[src/rtl/hp_pkg.sv]
package hp_pkg;

    localparam int unsigned DATA_W = 32;
    localparam int unsigned ADDR_W = 4;
    localparam int unsigned ID_W   = 64;

    localparam logic [ADDR_W-1:0] OFF_SEL   = 4'd0;
    localparam logic [ADDR_W-1:0] OFF_FLAGS = 4'd4;
    localparam logic [ADDR_W-1:0] OFF_CMD   = 4'd5;
    localparam logic [ADDR_W-1:0] OFF_DATA  = 4'd8;

    typedef enum logic [7:0] {
        CMD_SCAN    = 8'd0,
        CMD_OST_EVT = 8'd1,
        CMD_OST_STS = 8'd2,
        CMD_ARCH_ID = 8'd3
    } hp_cmd_e;

    typedef enum logic [2:0] {
        REG_NONE,
        REG_SEL,
        REG_FLAGS,
        REG_CMD,
        REG_DATA
    } hp_reg_e;

    // bit 0 enabled, bit 1 insert pending, bit 2 remove pending
    typedef struct packed {
        logic rm;
        logic ins;
        logic en;
    } hp_flags_t;

    function automatic hp_reg_e hp_decode(logic [ADDR_W-1:0] addr, logic dword);
        hp_reg_e kind;
        kind = REG_NONE;
        if (dword && addr == OFF_SEL)        kind = REG_SEL;
        else if (!dword && addr == OFF_FLAGS) kind = REG_FLAGS;
        else if (!dword && addr == OFF_CMD)   kind = REG_CMD;
        else if (dword && addr == OFF_DATA)   kind = REG_DATA;
        return kind;
    endfunction

    function automatic logic [7:0] hp_status_byte(hp_flags_t f);
        return {5'b0, f};
    endfunction

endpackage

[src/rtl/hp_flag_slot.sv]
module hp_flag_slot
    import hp_pkg::*;
#(
    parameter bit BOOT_EN = 1'b0
) (
    input  logic      clk,
    input  logic      rst,
    input  logic      add_req,
    input  logic      rm_req,
    input  logic      clr_ins,
    input  logic      clr_rm,
    output hp_flags_t flags
);

    // set requests dominate same-cycle clears
    always_ff @(posedge clk) begin
        if (rst) begin
            flags.en  <= BOOT_EN;
            flags.ins <= 1'b0;
            flags.rm  <= 1'b0;
        end else begin
            flags.en  <= flags.en | add_req;
            flags.ins <= (flags.ins & ~clr_ins) | add_req;
            flags.rm  <= (flags.rm & ~clr_rm) | (rm_req & flags.en);
        end
    end

endmodule

[src/rtl/hp_pend_scan.sv]
module hp_pend_scan #(
    parameter int unsigned N    = 4,
    parameter int unsigned IDXW = 2
) (
    input  logic [N-1:0]    pend,
    output logic            found,
    output logic [IDXW-1:0] idx
);

    // lowest set index wins: later (lower) iterations overwrite
    always_comb begin
        found = |pend;
        idx   = '0;
        for (int i = N - 1; i >= 0; i--) begin
            if (pend[i]) idx = IDXW'(i);
        end
    end

endmodule

[src/rtl/hp_cpu_regfile.sv]
module hp_cpu_regfile
    import hp_pkg::*;
#(
    parameter int unsigned           N_CPU     = 4,
    parameter logic [N_CPU-1:0]      BOOT_MASK = N_CPU'(1),
    parameter logic [N_CPU*ID_W-1:0] ARCH_ID   = {64'hC0DE0003_00000307,
                                                  64'hC0DE0002_00000205,
                                                  64'hC0DE0001_00000103,
                                                  64'hC0DE0000_00000001},
    localparam int unsigned IDXW = (N_CPU > 1) ? $clog2(N_CPU) : 1
) (
    input  logic              clk,
    input  logic              rst,
    input  logic              bus_wr,
    input  logic [ADDR_W-1:0] bus_addr,
    input  logic              bus_dword,
    input  logic [DATA_W-1:0] bus_wdata,
    output logic [DATA_W-1:0] bus_rdata,
    input  logic [N_CPU-1:0]  hot_add,
    input  logic [N_CPU-1:0]  hot_remove,
    output logic              eject_pulse,
    output logic [IDXW-1:0]   eject_cpu,
    output logic              ost_pulse,
    output logic [DATA_W-1:0] ost_event,
    output logic [DATA_W-1:0] ost_status
);

    localparam logic [DATA_W-1:0] SEL_LIMIT = DATA_W'(N_CPU);

    // selector survives reset; power-up value is a valid index
    logic [DATA_W-1:0] sel_q = '0;
    logic [7:0]        cmd_q;
    logic              sel_ok;
    logic [IDXW-1:0]   cur;
    hp_reg_e           reg_kind;

    logic wr_sel, wr_flags, wr_cmd, wr_data;

    hp_flags_t        flags_arr [N_CPU];
    logic [N_CPU-1:0] en_vec, ins_vec, rm_vec, pend_vec;
    logic [N_CPU-1:0] clr_ins_vec, clr_rm_vec;

    logic            scan_found;
    logic [IDXW-1:0] scan_idx;
    logic [ID_W-1:0] cur_id;

    assign sel_ok   = (sel_q < SEL_LIMIT);
    assign cur      = sel_q[IDXW-1:0];
    assign reg_kind = hp_decode(bus_addr, bus_dword);

    assign wr_sel   = bus_wr && (reg_kind == REG_SEL);
    assign wr_flags = bus_wr && sel_ok && (reg_kind == REG_FLAGS);
    assign wr_cmd   = bus_wr && sel_ok && (reg_kind == REG_CMD);
    assign wr_data  = bus_wr && sel_ok && (reg_kind == REG_DATA);

    // per-processor flag storage
    for (genvar g = 0; g < N_CPU; g++) begin : g_slot
        assign clr_ins_vec[g] = wr_flags && (cur == IDXW'(g)) && bus_wdata[1];
        assign clr_rm_vec[g]  = wr_flags && (cur == IDXW'(g)) && bus_wdata[2];

        hp_flag_slot #(
            .BOOT_EN (BOOT_MASK[g])
        ) u_slot (
            .clk     (clk),
            .rst     (rst),
            .add_req (hot_add[g]),
            .rm_req  (hot_remove[g]),
            .clr_ins (clr_ins_vec[g]),
            .clr_rm  (clr_rm_vec[g]),
            .flags   (flags_arr[g])
        );

        assign en_vec[g]   = flags_arr[g].en;
        assign ins_vec[g]  = flags_arr[g].ins;
        assign rm_vec[g]   = flags_arr[g].rm;
        assign pend_vec[g] = flags_arr[g].ins | flags_arr[g].rm;
    end

    hp_pend_scan #(
        .N    (N_CPU),
        .IDXW (IDXW)
    ) u_scan (
        .pend  (pend_vec),
        .found (scan_found),
        .idx   (scan_idx)
    );

    assign cur_id = ARCH_ID[{cur, 6'b0} +: ID_W];

    // selector: direct write, or landing point of a successful scan
    always_ff @(posedge clk) begin
        if (wr_sel) begin
            sel_q <= bus_wdata;
        end else if (wr_cmd && bus_wdata[7:0] == CMD_SCAN && scan_found) begin
            sel_q <= DATA_W'(scan_idx);
        end
    end

    always_ff @(posedge clk) begin
        if (rst) begin
            cmd_q       <= CMD_SCAN;
            ost_event   <= '0;
            ost_status  <= '0;
            ost_pulse   <= 1'b0;
            eject_pulse <= 1'b0;
            eject_cpu   <= '0;
        end else begin
            ost_pulse   <= 1'b0;
            eject_pulse <= 1'b0;
            if (wr_cmd) cmd_q <= bus_wdata[7:0];
            if (wr_data && cmd_q == CMD_OST_EVT) ost_event <= bus_wdata;
            if (wr_data && cmd_q == CMD_OST_STS) begin
                ost_status <= bus_wdata;
                ost_pulse  <= 1'b1;
            end
            if (wr_flags && bus_wdata[3]) begin
                eject_pulse <= 1'b1;
                eject_cpu   <= cur;
            end
        end
    end

    // read mux: everything reads 0 while the selector is parked
    always_comb begin
        bus_rdata = '0;
        if (sel_ok) begin
            case (reg_kind)
                REG_SEL: begin
                    if (cmd_q == CMD_ARCH_ID) bus_rdata = cur_id[63:32];
                end
                REG_FLAGS: begin
                    bus_rdata[7:0] = hp_status_byte(flags_arr[cur]);
                end
                REG_DATA: begin
                    if (cmd_q == CMD_SCAN)         bus_rdata = sel_q;
                    else if (cmd_q == CMD_ARCH_ID) bus_rdata = cur_id[31:0];
                end
                default: bus_rdata = '0;
            endcase
        end
    end

endmodule

[config.mk]
export PLATFORM = sky130hd
export DESIGN_NAME = hp_cpu_regfile
export DESIGN_NICKNAME = d
export VERILOG_FILES = /design/src/rtl/hp_pkg.sv /design/src/rtl/hp_flag_slot.sv /design/src/rtl/hp_pend_scan.sv /design/src/rtl/hp_cpu_regfile.sv
export SDC_FILE = /design/constraint.sdc
export NUM_CORES = 1
export LEC_CHECK = 0
export BUFFER_PORTS_ARGS = -buffer_cell sky130_fd_sc_hd__buf_2
export CAP_MARGIN = 20
export CORE_MARGIN = 1
export CORE_UTILIZATION = 52
export DETAILED_ROUTE_END_ITERATION = 8
export GPL_ROUTABILITY_DRIVEN = 1
export GPL_TIMING_DRIVEN = 0
export PLACE_DENSITY_LB_ADDON = 0.08
export REMOVE_ABC_BUFFERS = 1
export SLEW_MARGIN = 15
export SYNTH_ARGS = -nofsm -noshare
export SYNTH_HDL_FRONTEND = slang
export SYNTH_SLANG_ARGS = --single-unit
[constraint.sdc]
create_clock -name clk -period 5.1 [get_ports clk]
set_input_delay 0.765 -clock clk [delete_from_list [all_inputs] [get_ports clk]]
set_output_delay 0.765 -clock clk [all_outputs]
set_load 0.05 [all_outputs]
==> metrics.md, run 1 <==
| Metric | Value |
|---|---|
| Outcome | complete, no violations |
| Ys async rst share | 0% |
| Sw Ratio | roughly 23% |
| Post-synth EDFFs | 32 |
| Post-cts resize count | 0 |
| PD cells | roughly 340 nW/um^2 |
| Starting Density | between 50% and 60% |
| Initial DRC count | between 150 and 200 |
| Drt first pass iters | 4 |
| Hpwl dp | about 8500 um |
| Top_reg_cell synth | dfxtp_1 |
| # setup viols final | 0 |
| Int Pwr | 1.804 mW |
| Wire per inst | between 15 and 20 um |
| Tmin final | about 3.7 ns |
| Post-DP Area | 6205 um^2 |
| CTS root buffer | clkbuf_8 |
| RSZ-0062 raised after global routing | false |
| Final Cell Area | between 6000 and 7000 um^2 |
| Clock share of power | around 52% |
| R2R cell count | 5 |
| Max transition margin | between 40% and 50% |
| Fin. Hold Viols | 0 |
| Antenna violations before repair | 0 |
| Clock sinks | 120 |
| CP Cell Sequence | nor4_1 > and4_1 > nand2_1 > a211oi_1 > buf_2 |
| Crit start category | register |
| Core Region | slightly above 10,000 um^2 |
| TritonCTS clock tree | built |
| Area taken by multi-input logic gates | between 2000 and 3000 um^2 |
| Die Span X | between 100 and 150 um |
| Die Ht | 105.4 um |
| Share of cells above drive strength 1 | roughly 27% |
| Final #Nets | between 600 and 700 |
| Area growth, synth to finish | 22.51% |
| CTS Hold Bufs | 0 |
| Flop pwr share | ~42% |
| Final core occ | roughly two thirds |
| CP delay by family, top | simple AND/OR/NAND/NOR gates |
| Setup WS post-layout | approximately 1.4 ns |
| FF+latch count, synth | 120 |
| Placed cells | approximately 760 |
| Pins Over Slew Limit | 0 |
| Mapped Cells | between 500 and 600 |
| Final period utilization | about 73% |
| CP required | about 4.3 ns |
| WP data arrival | between 2 and 3 ns |
| Crit path kind | register to primary output |
| Sequential area share after synthesis | between 40% and 50% |
| Leak pwr | between 2 and 3 nW |
| Mapped cell area | 5563 um^2 |
| Via Count | roughly 4,200 |
| GRT overflow | 0 |
| Largest net degree at the start of global routing | about 120 |
| Non-Filler Instances | ~790 |
| Top Ports | about 150 |
| Slowest library cell on the worst path | and4_1 |
| Total track usage | 23.73% |
| Syn_area_per_cell | around 11 um^2 |
| Vias in the first global route | 4,174 |
| VDD IR max | roughly 0.21 mV |
| Via-per-instance ratio | between 5 and 6 |
| Worst Setup End Kind | primary output |
| RePlAce Congestion | 0.8343 |
| Routed Antenna Nets | 0 |
| Library cells used by synthesis | 45 |
| # H-tree levels | 4 |
| Hold Crit Class | register to register |
| Worst-Margin Slew | slightly below 0.9 ns |
| FMAX | 268.7 MHz |
| Row cnt | 37 |
| Critical-path maximum fanout | 12 |
| Peak per-stage delay on the critical path | between 0.5 and 0.6 ns |
| # Post-CTS Setup Buffers | 0 |
| Ys Warns | 0 |
| Worst slack at placement | approximately 1.7 ns |
| IO buf count | 128 |
| Maxcap violations | 0 |
| Overall Power | around 2.3 mW |
| Register area | 2723 um^2 |
| Combinational power share | approximately 5.2% |
| Clk_lat worst skew | 0.51 ns |
| Clock transition at path regs | roughly 0.06 ns |
| Hold depth | 2 |
| Clk buf depth | 2 |
| First-pass GRT wire length | just over 20,000 um |
| Fillers | ~900 |
| Final Skew | 0.01059 ns |
| Stages on the worst setup path | 5 |
| Total CTS buffers | 17 |
| DRT Wirelength | about 12,000 um |
| Die area | between 10,000 and 15,000 um^2 |
| Net Sw Power | between 500 and 600 uW |
| Diode count | 0 |
| WP buf/inv | 1 |
| Drt drc | 0 |
-- layer usage --
metal  vias up  GRT usage [%]  routed length (um)  part of all wire, %
li1       2054              -                   -                    -
met2       148          40.55                6050                   49
met1      1989          29.33                5487                   44
met3        13          6.061                 721                  5.8
met5         -              0                   0                    0
met4         0          7.344                 138                  1.1
-- power groups by stage --
stage | registers, mW | clock network (mW) | logic, mW
2_1_floorplan | 1.01 | 0 | 0.0740
5_1_grt | 0.990 | 1.28 | 0.132
3_5_place_dp | 1.01 | 0 | 0.121
4_1_cts | 0.989 | 1.24 | 0.121
6_report | 0.990 | 1.22 | 0.121
3_3_place_gp | 1.01 | 0 | 0.119
-- placed cells by master, fill, tap and decap left out, types with 3 or more instances in the layout --
cell type	Yosys	routed
a21oi_1	17	17
dfxtp_1	88	88
and2_1	25	25
bufinv_16	0	3
nor4_1	14	14
a311oi_1	3	3
o41ai_1	7	7
nor2b_1	3	3
nand2_1	26	26
buf_2	0	127
nor4b_1	3	3
nand4_1	9	9
and4_1	4	3
nand3_1	9	9
clkinvlp_4	0	4
mux2i_1	73	73
and2_2	6	6
clkbuf_16	0	17
nor2_1	17	17
conb_1	1	19
edfxtp_1	32	32
inv_6	0	3
nand2b_1	106	106
mux4_2	3	3
-- cell families after synthesis --
logic type      count (synthesis)  share of synthesized area, %
simple gates                  240                         26.43
flops                         120                         48.94
mux                            76                         14.35
buf+inv                        53                         5.735
compound gates                 38                         4.476
other cells                     1                       0.06741
-- cells in the mapped netlist, types with 2 or more instances --
| cell type | n | share of area, % |
|---|---|---|
| a211oi_1 | 2 | 0.27 |
| a21o_1 | 2 | 0.27 |
| a21oi_1 | 17 | 1.5 |
| a311oi_1 | 3 | 0.47 |
| and2_1 | 25 | 2.8 |
| and2_2 | 6 | 0.81 |
| and3_1 | 2 | 0.22 |
| and4_1 | 4 | 0.63 |
| buf_4 | 20 | 2.7 |
| buf_6 | 6 | 1.2 |
| clkbuf_1 | 25 | 1.7 |
| dfxtp_1 | 88 | 32 |
| edfxtp_1 | 32 | 17 |
| mux2i_1 | 73 | 13 |
| mux4_2 | 3 | 1.2 |
| nand2_1 | 26 | 1.8 |
| nand2b_1 | 106 | 12 |
| nand3_1 | 9 | 0.81 |
| nand3b_1 | 2 | 0.27 |
| nand4_1 | 9 | 1.0 |
| nor2_1 | 17 | 1.1 |
| nor2b_1 | 3 | 0.34 |
| nor3b_1 | 2 | 0.27 |
| nor4_1 | 14 | 1.6 |
| nor4b_1 | 3 | 0.47 |
| o21ai_0 | 2 | 0.18 |
| o31ai_1 | 2 | 0.27 |
| o41ai_1 | 7 | 1.1 |
| or4_1 | 2 | 0.27 |
-- final cells by class --
type | count | area share (%)
repair buffers | 132 | 10.30
multi-input cells | 373 | 38.24
well taps | 136 | 2.497
clock buffers | 19 | 6.499
inverters | 1 | 0.05508
flip-flops and latches | 120 | 39.95
clock inverters | 13 | 2.460
-- through the flow --
step / hold slack, ns / TNS (ns)
after floorplan: 0.4315 / 0
after global placement: 0.4503 / -18.64
after detailed placement: 0.4581 / 0
after CTS: 0.4675 / 0
after global routing: 0.4833 / 0
final: 0.4658 / 0
-- registers in the layout (all words and copies together), names as in the netlist --
register	count
cmd_q	8
eject_cpu	2
eject_pulse	1
g_slot.u_slot.flags	12
ost_event	32
ost_pulse	1
ost_status	32
sel_q	32
-- tightest hold or removal path: stages, from the launching register on --
cell and delay, ns:
dfxtp_1 0.31, o41ai_1 0.05, a21oi_1 0.05
-- final timing paths --
path | startpoint | end | slack [ns]
setup / recovery | sel_q[31]$_SDFFCE_PN0P_ | bus_rdata[8] | 1.38
hold / removal | eject_cpu[0]$_SDFFE_PP0P_ | eject_cpu[0]$_SDFFE_PP0P_ | 0.47
setup reg to reg | sel_q[31]$_SDFFCE_PN0P_ | sel_q[23]$_SDFFCE_PN0P_ | 2.17
hold reg to reg | eject_cpu[0]$_SDFFE_PP0P_ | eject_cpu[0]$_SDFFE_PP0P_ | 0.47
Power figures use the tool's default switching activity.
==> inputs of run 2 (changes only) <==
Settings changed: CORE_UTILIZATION 52 to 48.
Clock period 5.1 ns to 3.1 ns, I/O delays scaled along.
==> metrics.md, run 2 (same netlist as run 1, synthesis figures left out) <==
| Metric | Value |
|---|---|
| Area growth, synth to finish | 23.89% |
| Final core occ | between 60 and 70% |
| VDD IR max | 0.4702 mV |
| Hold Crit Class | input port to register |
| Net Sw Power | between 800 and 900 uW |
| Via Count | 4,189 |
| Max transition margin | between 40% and 50% |
| Setup WS post-layout | just under 0.2 ns |
| Critical-path maximum fanout | 12 |
| Share of cells above drive strength 1 | about 28% |
| Sink of the worst hold path | g_slot[3].u_slot.flags[0]$_SDFF_PP0_ |
| Final #Nets | slightly below 700 |
| Final Cell Area | 6892 um^2 |
| # H-tree levels | 4 |
| Worst-Margin Slew | roughly 0.88 ns |
| Diode count | 0 |
| # setup viols final | 0 |
| Wire per inst | ~16 um |
| Die Span X | approximately 110 um |
| TritonCTS clock tree | built |
| Flop pwr share | 43.1% |
| Antenna violations before repair | 0 |
| R2R cell count | 5 |
| Final period utilization | 93.69% |
| Row cnt | 38 |
| Hold Crit Start | hot_add[3] |
| IO buf count | between 100 and 150 |
| Combinational power share | 5.4% |
| Flop2flop setup slack | ~0.43 ns |
| FF-to-FF End | sel_q[7]$_SDFFCE_PN0P_ |
| Final Skew | between 0.007 and 0.008 ns |
| CTS root buffer | clkbuf_16 |
| Clock share of power | 51.5% |
| Fin. Hold Viols | 0 |
| Overall Power | between 3 and 4 mW |
| Hold depth | 3 |
| Clock transition at path regs | ~0.050 ns |
| Top Ports | roughly 150 |
| WP data arrival | approximately 2.4 ns |
| Commonest non-fill, non-tap cell in the layout | buf_2 |
| Vias in the first global route | ~4,000 |
| Largest net degree at the start of global routing | 113 |
| GRT overflow | 0 |
| Int Pwr | 2.949 mW |
| Hold_ws | between 0.2 and 0.3 ns |
| Maxcap violations | 0 |
| Hpwl dp | between 8000 and 9000 um |
| Worst slack at placement | around 0.020 ns |
| Starting Density | 50.21% |
| Placed cells | between 700 and 800 |
| Outcome | complete, no violations |
| FMAX | 344.3 MHz |
| CTS Hold Bufs | 0 |
| First-pass GRT wire length | between 20,000 and 25,000 um |
| Setup crit start | sel_q[30]$_SDFFCE_PN0P_ |
| Die Ht | approximately 110 um |
| Commonest cells after routing, fill and taps aside | buf_2, nand2b_1, dfxtp_1, mux2i_1, edfxtp_1 |
| Initial DRC count | between 150 and 200 |
| RePlAce Congestion | between 0.8 and 0.9 |
| Clk_lat worst skew | 0.41 ns |
| Setup TNS | 0 ns |
| PD cells | 548.3 nW/um^2 |
| Sw Ratio | between 20% and 30% |
| Via-per-instance ratio | roughly 5.2 |
| Post-DP Area | between 6000 and 7000 um^2 |
| Non-Filler Instances | 801 |
| Clk buf depth | 2 |
| Worst reg2reg startpoint | sel_q[30]$_SDFFCE_PN0P_ |
| Worst Setup End Kind | primary output |
| CP required | between 2 and 3 ns |
| Tmin final | 2.905 ns |
| Core Region | around 11,000 um^2 |
| Crit start category | register |
| Clock sinks | 120 |
| Pins Over Slew Limit | 0 |
| Total track usage | between 20% and 30% |
| Leak pwr | slightly below 3 nW |
| Die area | 12,020 um^2 |
| Crit path kind | register to primary output |
| Drt first pass iters | 4 |
| Largest regs | ost_event: 32 flops, ost_status: 32 flops, sel_q: 32 flops |
| Fillers | about 940 |
| Total CTS buffers | 17 |
| DRT Wirelength | roughly 13,000 um |
| Routed Antenna Nets | 0 |
| Drt drc | 0 |
[run 2: changes by cell type in the layout (fill, tap and decap cells not counted), sizes merged]
cell,previous run,this run
clkinvlp,4,3
clkinv,3,5
buf,132,135
inv,4,3
[run 2: critical path: stages, from the launching register on]
cell and delay, ns:
edfxtp_1 0.41, nor4_2 0.41, and4_2 0.41, nand2_2 0.22
a211oi_1 0.28, buf_2 0.30
[run 2: power by group through the flow]
stage,combinational (mW),clock (mW),sequential [mW]
floorplan,0.122,0,1.66
global placement,0.195,0,1.66
detailed placement,0.203,0,1.66
CTS,0.204,1.99,1.63
global route,0.223,2.05,1.63
finish,0.204,1.95,1.63
[run 2: layout make-up]
type | count | area, um^2 | share of cell area, %
clock buffers | 19 | 432.9 | 6.282
inverters | 1 | 3.754 | 0.05447
multi-input cells | 373 | 2633 | 38.20
flip-flops and latches | 120 | 2723 | 39.51
repair buffers | 135 | 772.0 | 11.20
clock inverters | 13 | 152.6 | 2.215
well taps | 140 | 175.2 | 2.542
[run 2: timing repair]
item / in CTS / in global routing
hold endpoints to repair: 0 / 0
cloned: 0 / 0
resized for setup: 2 / 4
setup endpoints to repair: 10 / 43
setup buffers: 0 / 2
pin swaps: 0 / 1
[run 2: worst max-delay path by stage]
stage                     slack, ns                      end  cells past startpoint
final                          0.20             bus_rdata[9]                      5
after global routing         -0.003             bus_rdata[9]                      5
after CTS                     0.007  sel_q[13]$_SDFFCE_PN0P_                      5
after detailed placement       0.02  sel_q[23]$_SDFFCE_PN0P_                      6
after global placement        -2.37  sel_q[31]$_SDFFCE_PN0P_                      4
after floorplan               -0.72       sel_q[0]$_DFFE_PP_                      3
[run 2: per-layer routing]
metal	vias to the layer above	GRT usage [%]	wire length [um]
met2	148	37.15	6206
met1	1971	26.94	5302
met5	-	0	0
met4	0	8.476	103
li1	2060	-	-
met3	10	7.765	1056
==> inputs of run 3 (changes only) <==
Settings changed: PLACE_DENSITY set to 0.86, PLACE_DENSITY_LB_ADDON 0.08 to not set, REMOVE_ABC_BUFFERS 1 to not set.
==> metrics.md, run 3 (same netlist as run 1, synthesis figures left out) <==
| Metric | Value |
|---|---|
| Routed Antenna Nets | 0 |
| Register area | 2723 um^2 |
| Clock transition at path regs | 0.06 ns |
| Int Pwr | between 3 and 4 mW |
| Largest net degree at the start of global routing | 33 |
| Die area | between 10,000 and 15,000 um^2 |
| # setup viols final | 0 |
| Setup TNS | 0 ns |
| Share of cells above drive strength 1 | 29.29% |
| Hold Crit Class | input port to register |
| CTS root buffer | clkbuf_16 |
| Pins Over Slew Limit | 0 |
| First-pass GRT wire length | approximately 23,000 um |
| Leak pwr | about 3.1 nW |
| Core Region | about 11,000 um^2 |
| Maxcap violations | 0 |
| Placed cells | 812 |
| CTS Hold Bufs | 0 |
| Area growth, synth to finish | 27.42% |
| Via Count | roughly 4,500 |
| DRT Wirelength | 14,750 um |
| Critical-path maximum fanout | 10 |
| Commonest cells after routing, fill and taps aside | buf_2, nand2b_1, dfxtp_1, mux2i_1, edfxtp_1 |
| Clock share of power | 52.1% |
| Hold_ws | 0.2861 ns |
| Total track usage | about a quarter |
| GRT overflow | 0 |
| PD cells | ~550 nW/um^2 |
| TritonCTS clock tree | built |
| R2R cell count | 5 |
| Starting Density | about half |
| Total CTS buffers | 17 |
| Clk_lat worst skew | about 0.41 ns |
| Max transition margin | 38.07% |
| Combinational power share | ~6% |
| Row cnt | 38 |
| Fin. Hold Viols | 0 |
| IO buf count | around 130 |
| Hpwl dp | between 10,000 and 15,000 um |
| Outcome | complete, no violations |
| Final period utilization | about 97% |
| Tmin final | roughly 3.0 ns |
| Worst Setup End Kind | primary output |
| Diode count | 0 |
| Drt first pass iters | 4 |
| Drt drc | 0 |
| Antenna violations before repair | 0 |
| Non-Filler Instances | 840 |
| Sw Ratio | between 20% and 30% |
| RePlAce Congestion | around 0.87 |
| Top Ports | roughly 150 |
| Clock sinks | 120 |
| CP required | around 2.6 ns |
| Crit start category | register |
| Die Ht | roughly 110 um |
| Area taken by multi-input logic gates | 2636 um^2 |
| Die Span X | ~110 um |
| Fillers | around 900 |
| Worst-Margin Slew | around 0.9 ns |
| WP data arrival | 2.54 ns |
| Net Sw Power | about 860 uW |
| Commonest non-fill, non-tap cell in the layout | buf_2 |
| Hold depth | 3 |
| Vias in the first global route | between 4,000 and 5,000 |
| Wire per inst | between 15 and 20 um |
| Crit path kind | register to primary output |
| FMAX | around 330 MHz |
| Flop pwr share | a little over two fifths |
| Largest regs | ost_event: 32 flops, ost_status: 32 flops, sel_q: 32 flops |
| Final Skew | around 0.01 ns |
| Initial DRC count | around 260 |
| Clk buf depth | 2 |
| # H-tree levels | 4 |
| VDD IR max | 0.3875 mV |
| Via-per-instance ratio | roughly 5.4 |
| Final #Nets | 736 |
-- run 3: cell types whose count changed in the layout (fill, tap and decap cells not counted), moves of 2 or more --
cell	before	now
clkinv_1	2	0
buf_4	3	20
inv_6	2	0
buf_6	1	6
clkbuf_1	2	22
buf_2	127	125
buf_16	3	0
and4_2	3	1
-- run 3: through the flow --
stage | setup slack, ns | utilization [%] | area [um^2] | total power, mW
floorplan | 0.1660 | - | 5639 | 1.815
global placement | -0.3700 | 58.18 | 6445 | 1.886
detailed placement | -0.09068 | 58.24 | 6452 | 1.891
CTS | 0.003261 | 63.98 | 7088 | 3.902
global route | -0.003650 | 63.98 | 7088 | 3.993
finish | 0.09348 | 63.98 | 7088 | 3.891
-- run 3: routing by layer --
layer	part of all wire (%)	wire length [um]	track usage [%]	up-vias
met3	9.1	1338	8.239	32
met5	0	0	0	-
met1	39	5756	29.84	2124
li1	-	-	-	2139
met2	49	7283	44.07	227
met4	2.5	372	10.19	0
-- run 3: power groups by stage --
stage / sequential [mW] / clock, mW / combinational (mW)
5_1_grt: 1.63 / 2.11 / 0.252
2_1_floorplan: 1.66 / 0 / 0.158
4_1_cts: 1.63 / 2.04 / 0.232
6_report: 1.63 / 2.03 / 0.235
3_3_place_gp: 1.66 / 0 / 0.225
3_5_place_dp: 1.66 / 0 / 0.229
-- run 3: final timing paths --
path / startpoint / end / slack, ns
max reg2reg: sel_q[31]$_SDFFCE_PN0P_ / sel_q[24]$_SDFFCE_PN0P_ / 0.24
min: hot_add[3] / g_slot[3].u_slot.flags[0]$_SDFF_PP0_ / 0.29
min reg2reg: eject_cpu[1]$_SDFFE_PP0P_ / eject_cpu[1]$_SDFFE_PP0P_ / 0.47
max: sel_q[17]$_SDFFCE_PN0P_ / bus_rdata[9] / 0.09
-- run 3: timing repair --
action / CTS / global route
endpoints found under the setup margin: 42 / 10
gates resized for setup: 7 / 3
cloned: 0 / 0
buffers inserted: 0 / 0
-- run 3: layout make-up --
type                            count  area share, %
Sequential cell                   120          38.41
Multi-Input combinational cell    373          37.19
Timing Repair Buffer              126          8.932
Clock buffer                       19          6.549
Buffer                             49          4.307
Tap cell                          140          2.471
Clock inverter                     12          2.083
Inverter                            1        0.05296
-- run 3: critical path, stage by stage, from the launching register on --
cell and delay, ns:
edfxtp_1 0.44, nor4_2 0.38, and4_2 0.40, nand2_1 0.12, clkbuf_2 0.25, a211oi_2 0.27, clkbuf_4 0.27
